===== config.mk =====
export PLATFORM = sky130hd
export DESIGN_NAME = pbw_bridge
export DESIGN_NICKNAME = d
export VERILOG_FILES = /design/src/rtl/pbw_pkg.sv /design/src/rtl/pbw_decode.sv /design/src/rtl/pbw_ctrl.sv /design/src/rtl/pbw_bridge.sv
export SDC_FILE = /design/constraint.sdc
export NUM_CORES = 1
export LEC_CHECK = 0
export ABC_AREA = 1
export BUFFER_PORTS_ARGS = -buffer_cell sky130_fd_sc_hd__buf_4
export CORE_ASPECT_RATIO = 1.25
export CORE_MARGIN = 2
export CORE_UTILIZATION = 50
export DETAILED_ROUTE_END_ITERATION = 16
export GPL_TIMING_DRIVEN = 0
export PLACE_DENSITY = 0.76
export SETUP_SLACK_MARGIN = 0.05
export SYNTH_ARGS = -nofsm -noshare
export SYNTH_HDL_FRONTEND = slang
export SYNTH_HIERARCHICAL = 1
export SYNTH_SLANG_ARGS = --single-unit

===== constraint.sdc =====
create_clock -name clk -period 1.6 [get_ports clk]
set_clock_uncertainty 0.1 [all_clocks]
set_input_delay 0 -clock clk [delete_from_list [all_inputs] [get_ports clk]]
set_output_delay 0 -clock clk [all_outputs]
set_load 0.01 [all_outputs]

===== src/rtl/pbw_pkg.sv =====
package pbw_pkg;
    typedef enum logic {
        WIN_BLOCK  = 1'b0,
        WIN_POSTED = 1'b1
    } win_e;

    // Only a posted-window write may let the CPU continue.
    function automatic logic needs_stall(input win_e win, input logic we);
        return !(win == WIN_POSTED && we);
    endfunction
endpackage


===== src/rtl/pbw_decode.sv =====
module pbw_decode
    import pbw_pkg::*;
#(
    parameter int OFF_W  = 6,
    parameter int DATA_W = 8
) (
    input  logic [OFF_W:0]    addr,
    input  logic              we,
    input  logic [DATA_W-1:0] wdata,
    output logic [OFF_W-1:0]  off,
    output logic [DATA_W-1:0] dat,
    output logic              blk
);
    win_e win;

    always_comb begin
        win = win_e'(addr[OFF_W]);
        off = addr[OFF_W-1:0];
        dat = we ? wdata : '0;
        blk = needs_stall(win, we);
    end
endmodule


===== src/rtl/pbw_ctrl.sv =====
module pbw_ctrl #(
    parameter int OFF_W  = 6,
    parameter int DATA_W = 8
) (
    input  logic              clk,
    input  logic              rst,
    input  logic              acc_sel,
    input  logic              acc_we,
    input  logic              acc_blk,
    input  logic [OFF_W-1:0]  acc_off,
    input  logic [DATA_W-1:0] acc_dat,
    output logic              stall,
    output logic [DATA_W-1:0] rdata,
    output logic              req_valid,
    input  logic              req_ready,
    output logic              req_write,
    output logic [OFF_W-1:0]  req_off,
    output logic [DATA_W-1:0] req_data,
    input  logic              rsp_done,
    input  logic [DATA_W-1:0] rsp_data
);
    typedef struct packed {
        logic              we;
        logic              blk;
        logic [OFF_W-1:0]  off;
        logic [DATA_W-1:0] dat;
    } cmd_t;

    typedef struct packed {
        logic              busy;
        logic              tv;
        logic              wt;
        cmd_t              cur;
        logic              pv;
        cmd_t              pend;
        logic [DATA_W-1:0] rd;
    } st_t;

    st_t  st_d, st_q;
    cmd_t in_cmd;
    logic accept, finish;

    always_comb begin
        in_cmd = '{we: acc_we, blk: acc_blk, off: acc_off, dat: acc_dat};
        accept = acc_sel && !st_q.wt;
        finish = st_q.busy && rsp_done;
        st_d   = st_q;

        if (st_q.tv && req_ready) begin
            st_d.tv = 1'b0;
        end

        if (finish) begin
            if (!st_q.cur.we) begin
                st_d.rd = rsp_data;
            end
            st_d.busy = 1'b0;
            st_d.wt   = 1'b0;
            if (st_q.pv) begin
                st_d.cur  = st_q.pend;
                st_d.busy = 1'b1;
                st_d.tv   = 1'b1;
                st_d.pv   = 1'b0;
                st_d.wt   = st_q.pend.blk;
            end
        end

        if (accept) begin
            if (!st_q.busy || finish) begin
                st_d.cur  = in_cmd;
                st_d.busy = 1'b1;
                st_d.tv   = 1'b1;
                st_d.wt   = in_cmd.blk;
            end else begin
                st_d.pend = in_cmd;
                st_d.pv   = 1'b1;
                st_d.wt   = 1'b1;
            end
        end
    end

    always_ff @(posedge clk) begin
        if (rst) begin
            st_q <= '0;
        end else begin
            st_q <= st_d;
        end
    end

    assign stall     = st_q.wt;
    assign rdata     = st_q.rd;
    assign req_valid = st_q.tv;
    assign req_write = st_q.cur.we;
    assign req_off   = st_q.cur.off;
    assign req_data  = st_q.cur.dat;
endmodule


===== src/rtl/pbw_bridge.sv =====
module pbw_bridge #(
    parameter int OFF_W  = 6,
    parameter int DATA_W = 8
) (
    input  logic              clk,
    input  logic              rst,
    input  logic              cpu_sel,
    input  logic              cpu_we,
    input  logic [OFF_W:0]    cpu_addr,
    input  logic [DATA_W-1:0] cpu_wdata,
    output logic              cpu_wait,
    output logic [DATA_W-1:0] cpu_rdata,
    output logic              tgt_valid,
    input  logic              tgt_ready,
    output logic              tgt_write,
    output logic [OFF_W-1:0]  tgt_off,
    output logic [DATA_W-1:0] tgt_data,
    input  logic              tgt_done,
    input  logic [DATA_W-1:0] tgt_rdata
);
    logic [OFF_W-1:0]  dec_off;
    logic [DATA_W-1:0] dec_dat;
    logic              dec_blk;

    pbw_decode #(.OFF_W(OFF_W), .DATA_W(DATA_W)) u_dec (
        .addr  (cpu_addr),
        .we    (cpu_we),
        .wdata (cpu_wdata),
        .off   (dec_off),
        .dat   (dec_dat),
        .blk   (dec_blk)
    );

    pbw_ctrl #(.OFF_W(OFF_W), .DATA_W(DATA_W)) u_ctrl (
        .clk       (clk),
        .rst       (rst),
        .acc_sel   (cpu_sel),
        .acc_we    (cpu_we),
        .acc_blk   (dec_blk),
        .acc_off   (dec_off),
        .acc_dat   (dec_dat),
        .stall     (cpu_wait),
        .rdata     (cpu_rdata),
        .req_valid (tgt_valid),
        .req_ready (tgt_ready),
        .req_write (tgt_write),
        .req_off   (tgt_off),
        .req_data  (tgt_data),
        .rsp_done  (tgt_done),
        .rsp_data  (tgt_rdata)
    );
endmodule


==> reports/qor.yml, run 1 <==
die:
  die-height_um: 76.5
  core_area_sq_um: 4070
  initial_utilization_pct: 51.7
  fp-row-count: 26
  fp.dieW_um: 62.0
  ios: 54
  fp.dieArea_sq_um: 4740
yosys:
  netlist.area_leader.share_pct: 41.0
  synth.avg_cell_area_sq_um: 7.10
  synthFlopType: "dfxtp_1"
  synthTopCellsByCount: "nand2_1 (50), nor2_1 (49), dfxtp_1 (43)"
  synth.most_common_cell: "nand2_1"
  synth_area_leader_cell: "dfxtp_1"
  synth_cell_type_count: 18
  synth_seq_area_share_pct: 41.0
  synth.cell_area_sq_um: 2100
  synth_edf_count: 0
  synth_nets: 325
  syn_inst: 296
  synth-async-reset-ratio_pct: 0
  synth.top_cells.by_area: "dfxtp_1 (41%), buf_4 (10%), o21ai_0 (9.3%)"
  yosysWarnings: 6
  ys_ff_latch: 43
sta:
  maxSlewViolCount: 0
  worst_pin_slew_ns: 0.473
  setup_viol: 0
  period_minus_slack_ns: 1.41
  setup_ws_ns: 0.191
  relSlewSlack_pct: 68.5
  period_share_pct: 88.1
  setup-tns-final_ns: 0
  rsz0062_at_grt: "false"
  finalHoldViolCount: 0
  max_freq_mhz: 710
routing:
  wl_per_cell_um: 11.2
  finalWirelength_um: 4880
  vias_per_cell: 4.51
  drt-initial-drc-count: 58
  dr.pass1.iters: 4
  drc: 0
  m1WireLength_um: 1980
  dr_wl_met2_um: 2530
  dr_wl_met3_um: 246
  num_vias: 1959
  ant_nets: 0
  top_layer: "met4"
power:
  leakage_nw: 1.48
  vdd_drop_max_mv: 0.655
  p_per_area_nw_per_um2: 832
  power_mw: 2.41
grt:
  grt_overflow: 0
  antenna_found_initial: 0
  grt_max_degree: 13
  grt_pass1_vias: 1981
  grt_usage_pct: 23.8
  grt_pass1_wl_um: 8520
layout:
  syn_to_final_growth_pct: 37.6
  antenna_cells: 0
  nNetsFinal: 407
  final.fill_count: 331
  seqCellArea_sq_um: 861
  multi_input_area_sq_um: 831
  drive_above_1_share_pct: 25.7
worst_setup_path:
  end_kind: "flip-flop"
  cp_num_buf_inv: 5
  cp.required_ns: 1.69
  path_class: "input pin to flip-flop"
  cpMaxStageDelayCell: "dlygate4sd3_1"
  crit_fanout: 10
  path_cells: "dlygate4sd3_1, buf_4, inv_1, nand2_2, inv_2, nand2_4, buf_2, o21ai_0, nor2_1"
  critPathTopFamily: "buffers and inverters"
  max_stage_delay_ns: 0.53
  cp.arrival_ns: 1.50
  startpoint_type: "input pin"
placement:
  portBuffers: 47
  pre_cts_slack_ns: 0.214
  dp_hpwl_um: 3200
  place.gp.congestion: 0.816
hold_path:
  hold_path.class: "input pin to flip-flop"
cts:
  cts-buffers-inserted: 5
  clkTransAtPathRegs_ns: 0.08
  root_buffer: "clkbuf_8"
  cts_tree: "done"
  clk-insertion-delay-late_ns: 0.30
  cts_htree_levels: 2
  ctsLongestPathBuffers: 2
  clock-sinks: 43
job:
  cap_viol_max_count: 0
status:
  outcome: "completed"
-- routing by layer --
layer | GRT usage (%) | up-vias
met5 | 0 | -
met4 | 9.36 | 0
met3 | 5.60 | 13
met2 | 41.7 | 59
met1 | 26.3 | 833
li1 | - | 1054
-- state kept, by name, summed over array words and instances (netlist names) --
| signal | count |
|---|---|
| u_ctrl/rdata | 8 |
| u_ctrl/req_data | 8 |
| u_ctrl/req_off | 6 |
| u_ctrl/req_valid | 1 |
| u_ctrl/req_write | 1 |
| u_ctrl/st_q | 18 |
| u_ctrl/stall | 1 |
-- layout make-up --
| class | count | share of cell area (%) |
|---|---|---|
| clock buffers | 6 | 2.86 |
| repair buffers | 75 | 21.9 |
| clock inverters | 1 | 0.173 |
| plain buffers | 41 | 9.74 |
| flip-flops and latches | 43 | 29.8 |
| well taps | 56 | 2.42 |
| multi-input cells | 178 | 28.7 |
| inverters | 34 | 4.41 |
-- power by group --
part           total, mW  leakage [nW]  switching [mW]  internal [mW]
clock              0.703        0.0470           0.364          0.339
combinational      0.528          1.08           0.236          0.292
sequential          1.18         0.352          0.0364           1.14
total               2.41          1.48           0.636           1.77
-- worst paths after layout --
check             slack (ns)               to       startpoint  cells past startpoint
setup / recovery        0.19   u_ctrl/st_q[8]         tgt_done                      9
hold reg to reg         0.38  u_ctrl/st_q[15]  u_ctrl/st_q[15]                      2
hold / removal          0.32  u_ctrl/st_q[24]              rst                      3
setup reg to reg        0.21  u_ctrl/rdata[3]  u_ctrl/st_q[43]                      5
-- logic make-up after synthesis --
kind of cell,share of synthesized area [%]
AND/OR/NAND/NOR,26.1
buffers and inverters,19.5
flip-flops,41.0
AO/OA/AOI/OAI,13.4
-- layout by cell type (no fill, tap or decap), types with 2 or more instances in the layout --
master / instances
nand2_1: 50
dlygate4sd3_1: 28
nand2_2: 2
dfxtp_1: 43
buf_2: 6
inv_1: 32
buf_4: 75
nand3_1: 3
inv_2: 2
nand3b_1: 15
buf_6: 2
o21ai_0: 39
clkbuf_8: 6
a21oi_1: 16
clkbuf_1: 5
nor2_1: 49
-- through the flow --
step | area [sq um] | utilization, % | cells | hold slack, ns
floorplan | 2100 | - | 296 | -0.0309
global placement | 2520 | 62.1 | 399 | 0.0908
detailed placement | 2520 | 62.1 | 399 | 0.0932
CTS | 2890 | 71.1 | 434 | 0.309
global route | 2890 | 71.1 | 434 | 0.333
finish | 2890 | 71.1 | 434 | 0.317
-- worst reg2reg max path, cell delays in order (launching register included) --
cell and delay [ns]:
dfxtp_1 0.37, nand2_1 0.13, nor2_2 0.28, inv_1 0.21, nor2_1 0.14, nor2_1 0.05
-- what timing repair did --
item	in CTS	in global routing
hold endpoints to repair	36	0
buffers inserted	0	0
gates resized for setup	0	0
hold buffers	28	0
(Power assumes the default switching activity.)
==> run 2, diff against run 1 <==
SYNTH_HIERARCHICAL = not set   (was 1)
==> run 2 against run 1 <==
  * Count of clock-buffer cells in the layout is the same
  * Sequential power is essentially flat
  * Cell area grew 0.39%
  * Non-clock buffer count shrank 1
  * Critical endpoint is now u_ctrl.req_data[7]
==> reports/qor.yml, run 2 <==
sta:
  period_minus_slack_ns: 1.45  # +0.0405 ns
  maxSlewViolCount: 0  # unchanged
  relSlewSlack_pct: 69.4  # +0.92 points
  period_share_pct: 90.6  # +2.5 points
  rsz0062_at_grt: "false"
  worst_pin_slew_ns: 0.459  # -0.0138 ns
  finalHoldViolCount: 0  # unchanged
  max_freq_mhz: 690  # -2.8%
  setup_viol: 0  # unchanged
  setup-tns-final_ns: 0  # unchanged
routing:
  vias_per_cell: 4.71  # +4.4%
  drt-initial-drc-count: 82  # +41%
  num_vias: 2049  # +4.6%
  finalWirelength_um: 5060  # +3.6%
  ant_nets: 0  # unchanged
  drc: 0  # unchanged
  wl_per_cell_um: 11.6  # +3.3%
  dr.pass1.iters: 5  # +1
hold_path:
  hold_path.class: "input pin to flip-flop"
yosys:
  synthFlopType: "dfxtp_1"
  synth_nets: 320  # -1.5%
  synthTopCellsByCount: "nand2_1 (56), nor2_1 (56), dfxtp_1 (43)"
  syn_inst: 291  # -1.7%
  synth_seq_area_share_pct: 42.1  # +1.1 points
  yosysWarnings: 0  # -6
  netlist.area_leader.share_pct: 42.1  # +1.1 points
  synth_cell_type_count: 20  # +2
  synth_edf_count: 0  # unchanged
  ys_ff_latch: 43  # unchanged
  synth.cell_area_sq_um: 2050  # -2.6%
  synth.top_cells.by_area: "dfxtp_1 (42%), nand2_1 (10%), nor2_1 (10%)"
  synth_area_leader_cell: "dfxtp_1"
  synth-async-reset-ratio_pct: 0  # unchanged
  synth.avg_cell_area_sq_um: 7.03  # -0.89%
cts:
  root_buffer: "clkbuf_8"
  clkTransAtPathRegs_ns: 0.08  # about the same
  cts_htree_levels: 2  # unchanged
  cts-buffers-inserted: 5  # unchanged
  clk-insertion-delay-late_ns: 0.29  # about the same
  cts_tree: "done"
  clock-sinks: 43  # unchanged
  ctsLongestPathBuffers: 2  # unchanged
grt:
  antenna_found_initial: 0  # unchanged
  grt_pass1_vias: 1865  # -5.9%
  grt_pass1_wl_um: 8210  # -3.6%
  grt_usage_pct: 24.0  # +0.20 points
  grt_overflow: 0  # unchanged
  grt_max_degree: 14  # +1
placement:
  dp_hpwl_um: 3280  # +2.4%
  placedCellCount: 400  # +0.25%
  place.gp.congestion: 0.794  # -2.8%
  placed_cell_area_sq_um: 2510  # -0.35%
  portBuffers: 53  # +13%
power:
  vdd_drop_max_mv: 0.695  # +6.1%
  leakage_nw: 1.49  # +0.56%
  p_per_area_nw_per_um2: 886  # +6.4%
worst_setup_path:
  crit_fanout: 2  # -8
  cp.required_ns: 1.69  # about the same
  cpMaxStageDelayCell: "dlygate4sd3_1"
  cp.arrival_ns: 1.54  # +0.04 ns
  path_cells: "dlygate4sd3_1, buf_4, nand2_1, dlygate4sd3_1, inv_1, o21ai_0, nor2_1"
  path_class: "input pin to flip-flop"
  max_stage_delay_ns: 0.56  # +0.03 ns
  cpMostUsedCell: "dlygate4sd3_1"
  critPathTopFamily: "buffers and inverters"
  startpoint_type: "input pin"
  end_kind: "flip-flop"
  cp_num_buf_inv: 4  # -1
layout:
  drive_above_1_share_pct: 26.9  # +1.3 points
  fin_area_sq_um: 2900  # +0.39%
  syn_to_final_growth_pct: 41.8
  final_cell_mix: "buf_4 (76), nand2_1 (56), nor2_1 (56), dfxtp_1 (43), o21ai_0 (29)"
  antenna_cells: 0  # unchanged
  regMostFlops: "u_ctrl.st_q"
  largest_register_ffs: 18  # unchanged
  final.fill_count: 328  # -0.91%
  final_common_cell: "buf_4"
  stdcell_count: 435  # +0.23%
  nNetsFinal: 407  # unchanged
die:
  ios: 54  # unchanged
  die-height_um: 75.5  # -1.2%
  fp-row-count: 26  # unchanged
  core_area_sq_um: 4000  # -1.6%
  initial_utilization_pct: 51.2  # -0.50 points
  fp.dieArea_sq_um: 4630  # -2.4%
  fp.dieW_um: 61.2  # -1.2%
status:
  outcome: "completed"
job:
  cap_viol_max_count: 0  # unchanged
[run 2: kinds of logic (layout without fill, tap and decap cells)]
group	count (synthesis)	in the layout	synth area share (%)
flip-flops	43	43	42.1
buffers and inverters	62	150	16.7
AO/OA/AOI/OAI	50	50	12.3
AND/OR/NAND/NOR	136	136	29.0
[run 2: repair_timing]
item / 4_1_cts / 5_1_grt
buffers inserted: 0 / 0
gates resized for setup: 0 / 0
hold endpoints to repair: 38 / 0
hold buffers: 27 / 0
[run 2: final timing paths]
path / from / end / slack (ns) / cells after the start
worst max-delay path: cpu_wdata[7] / u_ctrl.req_data[7] / 0.15 / 7
worst max register to register: u_ctrl.st_q[43] / u_ctrl.rdata[5] / 0.23 / 5
worst min register to register: u_ctrl.st_q[11] / u_ctrl.st_q[11] / 0.38 / 2
worst min-delay path: cpu_sel / u_ctrl.st_q[43] / 0.05 / 5
[run 2: power by group]
| part | leakage (nW) | switching (mW) | total [mW] | internal [mW] |
|---|---|---|---|---|
| Sequential | 0.352 | 0.0383 | 1.18 | 1.14 |
| Clock | 0.0612 | 0.366 | 0.871 | 0.505 |
| Combinational | 1.08 | 0.240 | 0.523 | 0.283 |
| Total | 1.49 | 0.645 | 2.57 | 1.93 |
[run 2: per-layer routing]
metal	GRT usage [%]	wire, um	vias up
met1	28.8	2100	907
li1	-	-	1065
met2	42.1	2620	70
met3	5.26	257	7
met4	7.97	78	0
met5	0	0	-
[run 2: layout make-up]
type	count	area, sq um	area share (%)
Clock inverter	2	35.0	1.21
Multi-Input combinational cell	186	845	29.1
Clock buffer	6	82.6	2.84
Sequential cell	43	861	29.7
Inverter	27	101	3.49
Timing Repair Buffer	80	668	23.0
Buffer	35	240	8.28
Tap cell	56	70.1	2.41
[run 2: through the flow]
stage                     util [%]  total power, mW  setup WS, ns  hold slack (ns)
after global routing          72.5             2.70        0.0662           0.0434
after CTS                     72.5             2.58         0.194           0.0299
after global placement        62.9             1.66         0.261           0.0749
final                         72.5             2.57         0.150           0.0460
after detailed placement      62.9             1.67         0.245           0.0845
after floorplan                  -             1.48         0.420          -0.0309
[run 2: worst reg2reg max path: cells and delay by family (launching register included)]
family / cells / cell delay (ns)
and+or+nand+nor: 4 / 0.62
DFF: 1 / 0.43
buffers and inverters: 1 / 0.12
